## config.mk

```make
export PLATFORM = sky130hd
export DESIGN_NAME = mux_dram_ctrl
export DESIGN_NICKNAME = d
export VERILOG_FILES = /design/src/rtl/mux_dram_ctrl.sv
export SDC_FILE = /design/constraint.sdc
export NUM_CORES = 1
export LEC_CHECK = 0
export ABC_AREA = 1
export CORE_MARGIN = 2
export CORE_UTILIZATION = 42
export DETAILED_ROUTE_END_ITERATION = 8
export DONT_BUFFER_PORTS = 1
export GPL_TIMING_DRIVEN = 1
export PLACE_DENSITY_LB_ADDON = 0.08
export SLEW_MARGIN = 30
export SYNTH_ARGS = -nofsm -noshare
export SYNTH_HDL_FRONTEND = slang
export SYNTH_SLANG_ARGS = --single-unit
```

## constraint.sdc

```tcl
create_clock -name clk -period 1.83 [get_ports clk]
set_input_delay 0.183 -clock clk [delete_from_list [all_inputs] [get_ports clk]]
set_output_delay 0.183 -clock clk [all_outputs]
set_load 0.05 [all_outputs]
```

## src/rtl/mux_dram_ctrl.sv

```systemverilog
`timescale 1ns/1ps
module mux_dram_ctrl #(
  parameter int AW         = 16,
  parameter int DW         = 8,
  parameter int ROW_SETUP  = 2,
  parameter int ROW_TO_COL = 3,
  parameter int COL_ACCESS = 2,
  parameter int PRECHARGE  = 2,
  parameter int IDLE_CLOSE = 8
) (
  input  logic          clk,
  input  logic          rst_n,
  input  logic          req_valid,
  input  logic          req_write,
  input  logic [AW-1:0] req_addr,
  input  logic [DW-1:0] req_wdata,
  output logic          req_ready,
  output logic [DW-1:0] rsp_rdata,
  output logic [AW/2-1:0] dram_addr,
  output logic          dram_row_n,
  output logic          dram_col_n,
  output logic          dram_we_n,
  output logic [DW-1:0] dram_dq_out,
  output logic          dram_dq_oe,
  input  logic [DW-1:0] dram_dq_in
);
  localparam int HW  = AW / 2;
  localparam int M1  = (ROW_SETUP > ROW_TO_COL) ? ROW_SETUP : ROW_TO_COL;
  localparam int M2  = (COL_ACCESS > PRECHARGE) ? COL_ACCESS : PRECHARGE;
  localparam int M3  = (M1 > M2) ? M1 : M2;
  localparam int MX  = (M3 > IDLE_CLOSE) ? M3 : IDLE_CLOSE;
  localparam int CW  = $clog2(MX + 1);

  typedef enum logic [2:0] {S_IDLE, S_PRE, S_RSET, S_RCD, S_COL} st_t;

  st_t           state;
  logic [CW-1:0] cnt;
  logic          page_open, pend;
  logic [HW-1:0] open_row;
  logic [AW-1:0] cur_addr;
  logic          cur_wr;
  logic [DW-1:0] cur_wd;

  wire row_hit = page_open && (req_addr[AW-1:HW] == open_row);

  always_ff @(posedge clk) begin
    if (!rst_n) begin
      state     <= S_IDLE;
      cnt       <= '0;
      page_open <= 1'b0;
      pend      <= 1'b0;
      open_row  <= '0;
      cur_addr  <= '0;
      cur_wr    <= 1'b0;
      cur_wd    <= '0;
      req_ready <= 1'b0;
      rsp_rdata <= '0;
    end else begin
      req_ready <= 1'b0;
      case (state)
        S_IDLE: begin
          if (req_valid && !req_ready) begin
            cur_addr <= req_addr;
            cur_wr   <= req_write;
            cur_wd   <= req_wdata;
            cnt      <= '0;
            if (row_hit) state <= S_COL;
            else if (page_open) begin
              state     <= S_PRE;
              page_open <= 1'b0;
              pend      <= 1'b1;
            end else state <= S_RSET;
          end else if (page_open) begin
            if (cnt == CW'(IDLE_CLOSE - 1)) begin
              state     <= S_PRE;
              page_open <= 1'b0;
              pend      <= 1'b0;
              cnt       <= '0;
            end else cnt <= cnt + 1'b1;
          end
        end
        S_PRE: begin
          if (cnt == CW'(PRECHARGE - 1)) begin
            cnt   <= '0;
            state <= pend ? S_RSET : S_IDLE;
            pend  <= 1'b0;
          end else cnt <= cnt + 1'b1;
        end
        S_RSET: begin
          if (cnt == CW'(ROW_SETUP - 1)) begin
            cnt   <= '0;
            state <= S_RCD;
          end else cnt <= cnt + 1'b1;
        end
        S_RCD: begin
          if (cnt == CW'(ROW_TO_COL - 1)) begin
            cnt       <= '0;
            state     <= S_COL;
            page_open <= 1'b1;
            open_row  <= cur_addr[AW-1:HW];
          end else cnt <= cnt + 1'b1;
        end
        S_COL: begin
          if (cnt == CW'(COL_ACCESS - 1)) begin
            cnt       <= '0;
            state     <= S_IDLE;
            req_ready <= 1'b1;
            if (!cur_wr) rsp_rdata <= dram_dq_in;
          end else cnt <= cnt + 1'b1;
        end
        default: state <= S_IDLE;
      endcase
    end
  end

  assign dram_row_n  = !(state == S_RCD || state == S_COL || (state == S_IDLE && page_open));
  assign dram_col_n  = !(state == S_COL);
  assign dram_addr   = (state == S_COL) ? cur_addr[HW-1:0] :
                       (state == S_IDLE) ? open_row : cur_addr[AW-1:HW];
  assign dram_dq_oe  = (state == S_COL) && cur_wr;
  assign dram_we_n   = !dram_dq_oe;
  assign dram_dq_out = cur_wd;

  p_col_needs_row_r2: assert property (@(posedge clk) disable iff (!rst_n)
    !dram_col_n |-> !dram_row_n);
  p_col_fall_after_row_r2: assert property (@(posedge clk) disable iff (!rst_n)
    $fell(dram_col_n) |-> $past(!dram_row_n));
  p_precharge_min_r6: assert property (@(posedge clk) disable iff (!rst_n)
    $rose(dram_row_n) |=> dram_row_n);
  p_ready_pulse_r7: assert property (@(posedge clk) disable iff (!rst_n)
    req_ready |=> !req_ready);
  p_col_addr_stable_r1: assert property (@(posedge clk) disable iff (!rst_n)
    (!dram_col_n && $past(!dram_col_n)) |-> $stable(dram_addr));
  p_we_in_col_r8: assert property (@(posedge clk) disable iff (!rst_n)
    !dram_we_n |-> !dram_col_n);
endmodule

```

* Yosys cells after proc, flatten, opt, wreduce, memory -nomap -nowiden
Cells that the tools add are included.
** Cells by class
- $add $sub $neg :: 1
- Eq/ne operators :: 16
- Multiplexer cells :: 33
- Bitwise gates (word level) :: 1
- Reduce and logical (&&, ||, !) cells :: 23
** Operator list (number)
- $mux W3 :: 8
- $mux W4 :: 5
- $mux W8 :: 2
- $pmux W3 S5 :: 1
- $mux W1 :: 12
- $ne A3 B3 Y1 const B :: 4
- $pmux W4 S3 :: 1
- $reduce_and A6 Y1 :: 2
- $eq A8 B8 Y1 :: 1
- $ne A2 B2 Y1 const B :: 4
- $reduce_and A2 Y1 :: 4
- $eq A3 B2 Y1 const B :: 2
- $reduce_and A3 Y1 :: 2
- $add A4 B1 Y4 const B :: 1
- $eq A4 B1 Y1 const B :: 1
- $eq A4 B2 Y1 const B :: 1
- $eq A4 B3 Y1 const B :: 1
- $logic_and A1 B1 Y1 :: 4
- $logic_not A1 Y1 :: 4
- $mux W2 :: 2
- $pmux W1 S2 :: 2
- $reduce_bool A2 Y1 :: 2
- $eq A3 B1 Y1 const B :: 1
- $eq A3 B3 Y1 const B :: 1
- other kinds (5) :: 6
** Word-level totals
- Input bits :: 36
- Word-level logic and storage cells :: 84
- Bits in registers :: 51
- Output and inout bits :: 29

* Longest topological paths before layout
Gate-level depths: netlist of the first run.
- Depth in word-level cells :: 5
- Mapped depth :: 10
- Gate-level depth less buffers :: 10

* Worst setup path after synthesis of the first run
OpenSTA, ideal clock, no wires.
- Path type :: register to output
- Start point :: register state[0]
- End point :: output dram_we_n
- Slack :: -0.342 ns
- Data required time :: 1.647 ns
- Buffers on the path :: 0
- Data arrival time :: 1.989 ns
- Cell stages (with the launch flop) :: 5
- Cells stage by stage :: dfxtp_1 > nor2_4 > nand2_2 > nor2_1 > inv_1
** Between the ends
- Cells in the longest elaborated chain, start to end :: 3
** Ends and longest elaborated chain
- start: declaration :: RTL line 36 : st_t state;
- start signal: assignment :: RTL line 85 : state <= pend ? S_RSET : S_IDLE;
- $eq A3 B3 Y1 :: RTL line 120 : assign dram_dq_oe = (state == S_COL) && cur_wr;
- $logic_and A1 B1 Y1 :: RTL line 120
- via dram_dq_oe :: RTL line 24 : output logic dram_dq_oe,
- $logic_not A1 Y1 :: RTL line 121 : assign dram_we_n = !dram_dq_oe;
- end: declaration :: RTL line 22 : output logic dram_we_n,
The timed path passes the listed nets, and every way through them passes these cells.

* Worst setup path after layout of the first run
- Start point :: register state[0]
- End point :: output dram_addr[5]
** Between the ends
- Cells in the longest elaborated chain, start to end :: 3
- Elaborated cells between the ends (all ways) :: 4
- Classes of those cells :: 1 x eq/ne; 2 x mux; 1 x reduce/logical
** Ends and longest elaborated chain
- $logic_not A3 Y1 :: RTL line 119 : (state == S_IDLE) ? open_row : cur_addr[AW-1:HW];
- $mux W8 :: RTL line 119
- $mux W8 * :: RTL line 118 : assign dram_addr = (state == S_COL) ? cur_addr[HW-1:0] :
- end: declaration :: RTL line 19 : output logic [AW/2-1:0] dram_addr,
Mark *: on every way between the ends. The rest lies on a longest branch, timed or not.

==> results of run 1 <==
cell families (layout without fill, tap and decap cells):
| family | count (synthesis) | after routing |
|---|---|---|
| fa+ha+maj | 3 | 3 |
| flops | 51 | 51 |
| xor+xnor | 5 | 5 |
| simple gates | 184 | 184 |
| buf+inv | 39 | 58 |
| compound gates | 66 | 66 |
where the power goes:
| group | internal (mW) | total [mW] | switching, mW |
|---|---|---|---|
| Clock | 0.450 | 0.831 | 0.381 |
| Combinational | 0.532 | 1.67 | 1.14 |
| Sequential | 1.32 | 1.67 | 0.352 |
| Total | 2.30 | 4.18 | 1.87 |
repair_timing:
action	in CTS	in global routing
gates resized for setup	1	4
setup endpoints to repair	9	5
hold endpoints to repair	18	3
hold buffers	1	2
cloned	0	0
metrics by stage:
step                hold slack [ps]  area, sq um
floorplan                       318         2470
global placement                302         2650
detailed placement              306         2650
CTS                           0.757         2780
global route                  0.517         2810
finish                         9.09         2810
routing by layer:
metal / GRT usage (%) / up-vias / wire, um
met3: 6.07 / 2 / 433
met1: 26.9 / 961 / 2890
li1: - / 1155 / -
met2: 30.8 / 64 / 2540
met5: 0 / - / 0
met4: 5.08 / 0 / 27
flip-flops by register name, summed over array words and instances, names as in the netlist:
| register | flops |
|---|---|
| cnt | 4 |
| cur_wr | 1 |
| dram_dq_out | 8 |
| cur_addr | 16 |
| rsp_rdata | 8 |
| open_row | 8 |
| pend | 1 |
| req_ready | 1 |
| state | 3 |
| page_open | 1 |
critical path: stages, from the launching register on:
cell and delay (ps):
dfxtp_1 360, nor2_4 180, nand2_2 170, inv_4 150, nand2_1 70, o211ai_1 80
buf_4 220
cells in the final DEF (no fill, tap or decap), drive strengths merged, types with 3 or more instances in the layout:
| cell type | synthesis | final |
|---|---|---|
| buf | 7 | 18 |
| xnor2 | 5 | 5 |
| nand2 | 71 | 71 |
| o211ai | 3 | 3 |
| nand3 | 19 | 19 |
| a21oi | 17 | 17 |
| o21ai | 44 | 44 |
| ha | 3 | 3 |
| dfxtp | 51 | 51 |
| inv | 28 | 30 |
| dlygate4sd3 | 0 | 3 |
| clkbuf | 3 | 6 |
| nor2 | 89 | 89 |
worst max path at each step:
stage	from	endpoint	slack (ps)	cells after the start
finish	state[0]	dram_addr[5]	100	6
global route	state[0]	dram_addr[2]	10	6
CTS	state[1]	dram_row_n	8	7
detailed placement	state[1]	dram_row_n	210	7
global placement	state[1]	dram_row_n	250	7
floorplan	state[1]	dram_addr[1]	40	5
cell type report:
cell class	count	area, sq um	share of cell area (%)
timing repair buffer	21	178	6.32
multi-input combinational	258	1280	45.7
inverter	29	114	4.05
sequential	51	1020	36.4
clock inverter	2	38.8	1.38
tap	72	90.1	3.21
clock buffer	6	82.6	2.94
==> impl_metrics.toml, run 1 <==
[cells_and_area]
num_antenna_cells = 0
final_net_count = 405
n_fill_cell = 564
instances_no_fill = 439
area.growth.synth_to_final_pct = 14.2
drive_gt1_share_pct = 15.5
final_core_utilization_pct = 50.4

[synth]
synth_common_cells = "nor2_1, nand2_1, dfxtp_1"
post_synth_xor_area_fraction_pct = 1.78
synth_compound_gate_area_share_pct = 15.0
number_of_flops_mapped_to_enable_cells_by_yosys = 0
postSynthNetCount = 387
synth_flop_cell = "dfxtp_1"
multiplexer_share_of_the_synthesized_area_pct = 0
synth_cell_type_count = 32
synth_top_area_share_pct = 41.5
synth.yosys.warnings = 0
syn-cell-area_sq_mm = 0.00246
synth.ff_latch_count = 51
synth_top_cells_by_area = "dfxtp_1, nor2_1, nand2_1, o21ai_0, inv_1"
async_reset_ff_share_pct = 0
synth_top_family_by_area = "simple AND/OR/NAND/NOR gates"
synth_simple_gate_area_share_pct = 33.5
syn_area_per_cell_sq_um = 7.07
yosys.area.top_type = "dfxtp_1"
post-synth-top-count-cell = "nor2_1"
synth_sequential_area_ratio_pct = 41.5
synth-adder-area-share_pct = 1.53
synth_cells = 348

[cts]
post_cts_buffers = 0
cts_tree = "done"
clock_sink_total = 51
cts.clk_slew.worst_paths_ps = 90
number_of_buffers_on_the_longest_clock_path = 2
worst_skew_pair.late_latency_ps = 300
cts_max_level = 2
cts_inserted_buffers = 5
clockRootBuffer = "clkbuf_8"

[routing]
vias_per_cell = 4.97
detailedRoute.firstIterationViolations = 96
detail_route.first_pass.iterations = 4
detail_route.wirelength_um = 5890
average_wire_per_cell_in_the_routed_design_um = 13.4
post-route-drc-count = 0
antenna_violating_nets_post_route = 0
route.vias.total = 2182

[run_status]
run_status = "completed"

[floorplanning]
die_footprint_sq_mm = 0.00649
die_h_um = 80.5
starting_utilization_of_the_core_area_pct = 44.1
coreArea_sq_mm = 0.00557
rows = 27
die_w_um = 80.5
top_level_ports = 65

[global_routing]
gr-usage-all-layers_pct = 19.9
first_global_vias = 2042
number_of_antenna_violations_at_the_first_check_in_global_routing = 0
grt_first_pass_wirelength_um = 9850
pin_count_of_the_biggest_net_entering_global_routing = 31
globalRouteOverflowTotal = 0

[worst_setup_path]
worstReg2RegStart = "cnt[0]"
crit_fanout = 10
critical_path.endpoint_type = "output pin"
worst_r2r_path_depth = 8
timing.rr.end = "state[2]"
critPathKind = "flip-flop to output pin"
ff2ff_setup_slack_ps = 290
crit_required_ps = 1650
critical_path_arrival_ps = 1540
critPathLaunchType = "flip-flop"

[timing]
timing.final.ws_setup_ps = 103
timing.final.crit_period_ps = 1730
finClkSkew_ps = 3.12
final_cycle_utilization_of_the_critical_path_pct = 94.4
final_hold_viol_count = 0
worst-slew-pin-transition_ps = 759
rsz0062_at_grt = "no"
maxSlewHeadroom_pct = 49.2
report.final.setup_viol = 0
setup-tns-final_ps = 0
timing.final.max_slew_violations = 0
timing.fmax_ghz = 0.579

[pwr]
power_leakage_nw = 1.24
power_mw = 4.18
pwr_density_cell_mw_per_mm2 = 1490
peakVddDrop_mv = 0.678

[hold_path]
hold_path_depth = 2
worst_hold_path_type = "primary input to flip-flop"
holdPathEnd = "dram_dq_out[4]"
holdCritStartpoint = "req_wdata[4]"

[placed_design]
post-dp-hpwl_um = 4160
post_placement_cell_count = 428
globalplace.congestion = 0.913
post-place-ws_ps = 209
numPortBuffers = 0

[flow_run]
cap_violations = 0
Power figures use the tool's default switching activity.
==> run 2, diff against run 1 <==
- CORE_UTILIZATION: 42 -> 30
==> run 2 against run 1 <==
  * Clock skew hardly changed
  * First-iteration DRC count is 28% higher
  * Non-clock buffer count decreased by 1
==> impl_metrics.toml, run 2 (synthesis results as in run 1) <==
[cells_and_area]
drive_gt1_share_pct = 14.8
final_common_cell = "nor2_1"
top_register = "cur_addr"
final_core_utilization_pct = 35.0
num_antenna_cells = 0
final_net_count = 404
flip_flop_count_of_the_largest_register_all_copies_and_words_added = 16
final_cell_mix = "nor2_1, nand2_1, dfxtp_1"
area.growth.synth_to_final_pct = 15.2

[global_routing]
globalRouteOverflowTotal = 0
grt_first_pass_wirelength_um = 10600
first_global_vias = 2092
pin_count_of_the_biggest_net_entering_global_routing = 32
gr-usage-all-layers_pct = 15.1
number_of_antenna_violations_at_the_first_check_in_global_routing = 0

[worst_setup_path]
critPathCapture = "dram_addr[1]"
crit_fanout = 8
critical_path.endpoint_type = "output pin"
worst_path_dominant_cell_family = "buffers and inverters"
crit_required_ps = 1650
critPathKind = "flip-flop to output pin"
critPathBufInv = 2
critPathLaunchType = "flip-flop"
number_of_cells_on_the_critical_path = 5
worst_r2r_path_depth = 7
setup.worst_path.start = "state[1]"
timing.rr.end = "rsp_rdata[2]"
critical_path_arrival_ps = 1520
critical_path.max_stage_delay_ps = 440
cpMaxStageDelayCell = "dfxtp_1"
path_cells = "nor2_4 -> inv_1 -> nand2_1 -> o211ai_1 -> buf_4"
worstReg2RegStart = "cnt[0]"
ff2ff_setup_slack_ps = 210

[routing]
detailedRoute.firstIterationViolations = 123
average_wire_per_cell_in_the_routed_design_um = 13.9
route.vias.total = 2173
antenna_violating_nets_post_route = 0
detail_route.wirelength_um = 6570
post-route-drc-count = 0
detail_route.first_pass.iterations = 4
vias_per_cell = 4.61

[pwr]
power_mw = 4.05
power_leakage_nw = 1.23
pwr_density_cell_mw_per_mm2 = 1430
peakVddDrop_mv = 0.595

[timing]
maxSlewHeadroom_pct = 57.0
timing.final.max_slew_violations = 0
report.final.setup_viol = 0
setup-tns-final_ps = 0
final_cycle_utilization_of_the_critical_path_pct = 93.0
timing.final.ws_setup_ps = 128
hold_slack_ps = 15.7
timing.fmax_ghz = 0.587
rsz0062_at_grt = "no"
finClkSkew_ps = 2.81
timing.final.crit_period_ps = 1700
final_hold_viol_count = 0
worst-slew-pin-transition_ps = 643

[placed_design]
numPortBuffers = 0
post-place-ws_ps = 64.8
globalplace.congestion = 0.786
post-dp-hpwl_um = 4480

[hold_path]
worst_hold_path_type = "primary input to flip-flop"

[floorplanning]
die_footprint_sq_mm = 0.00894
starting_utilization_of_the_core_area_pct = 30.4
die_w_um = 94.6
coreArea_sq_mm = 0.00809
top_level_ports = 65
rows = 33
die_h_um = 94.6

[cts]
number_of_buffers_on_the_longest_clock_path = 2
cts_tree = "done"
cts_inserted_buffers = 5
cts_max_level = 2
clock_sink_total = 51
worst_skew_pair.late_latency_ps = 300
cts.clk_slew.worst_paths_ps = 90
clockRootBuffer = "clkbuf_8"

[flow_run]
cap_violations = 0

[run_status]
run_status = "completed"
==> run 2: per-layer routing <==
metal / part of all wire (%) / wire length, um / track usage (%)
met4: 0.97 / 64 / 3.86
met5: 0 / 0 / 0
met3: 3.4 / 224 / 2.71
met1: 47 / 3110 / 20.4
met2: 48 / 3170 / 24.9
==> run 2: worst min path at each step <==
stage / startpoint / end / slack [ps] / depth (start not counted)
2_1_floorplan: req_addr[15] / cur_addr[15] / 320 / 2
3_3_place_gp: rst_n / open_row[2] / 300 / 2
3_5_place_dp: rst_n / open_row[2] / 310 / 2
4_1_cts: rst_n / open_row[1] / 0.6 / 2
5_1_grt: req_wdata[1] / dram_dq_out[1] / 6 / 2
6_report: req_addr[0] / cur_addr[0] / 20 / 2
==> run 2: power by group <==
part,switching [mW],total (mW),internal [mW]
Sequential,0.344,1.66,1.32
Combinational,1.20,1.75,0.547
Clock,0.372,0.641,0.268
==> run 2: stage by stage <==
stage	instances	cell area (sq um)
2_1_floorplan	348	2470
3_3_place_gp	458	2680
3_5_place_dp	458	2680
4_1_cts	469	2800
5_1_grt	471	2830
6_report	471	2830
==> run 2: cell type report <==
cell class | instances | area, sq um
clock buffer | 6 | 72.6
clock inverter | 2 | 12.5
fill | 919 | 5260
inverter | 29 | 116
multi-input combinational | 258 | 1290
sequential | 51 | 1020
tap | 105 | 131
timing repair buffer | 20 | 185
==> run 2: what timing repair did <==
item                       CTS  global route
hold buffers                 3             1
resized for setup            1             6
setup endpoints to repair    9            17
setup buffers                0             1
pin swaps                    0             1
hold endpoints to repair    14             1
==> run 2: worst register-to-register path, stage by stage, from the launching register on <==
cell and delay, ps:
dfxtp_1 460, ha_1 230, nand3_2 200, nor3_4 230, buf_4 180, inv_2 80, nor2_1 100, nor2_1 50
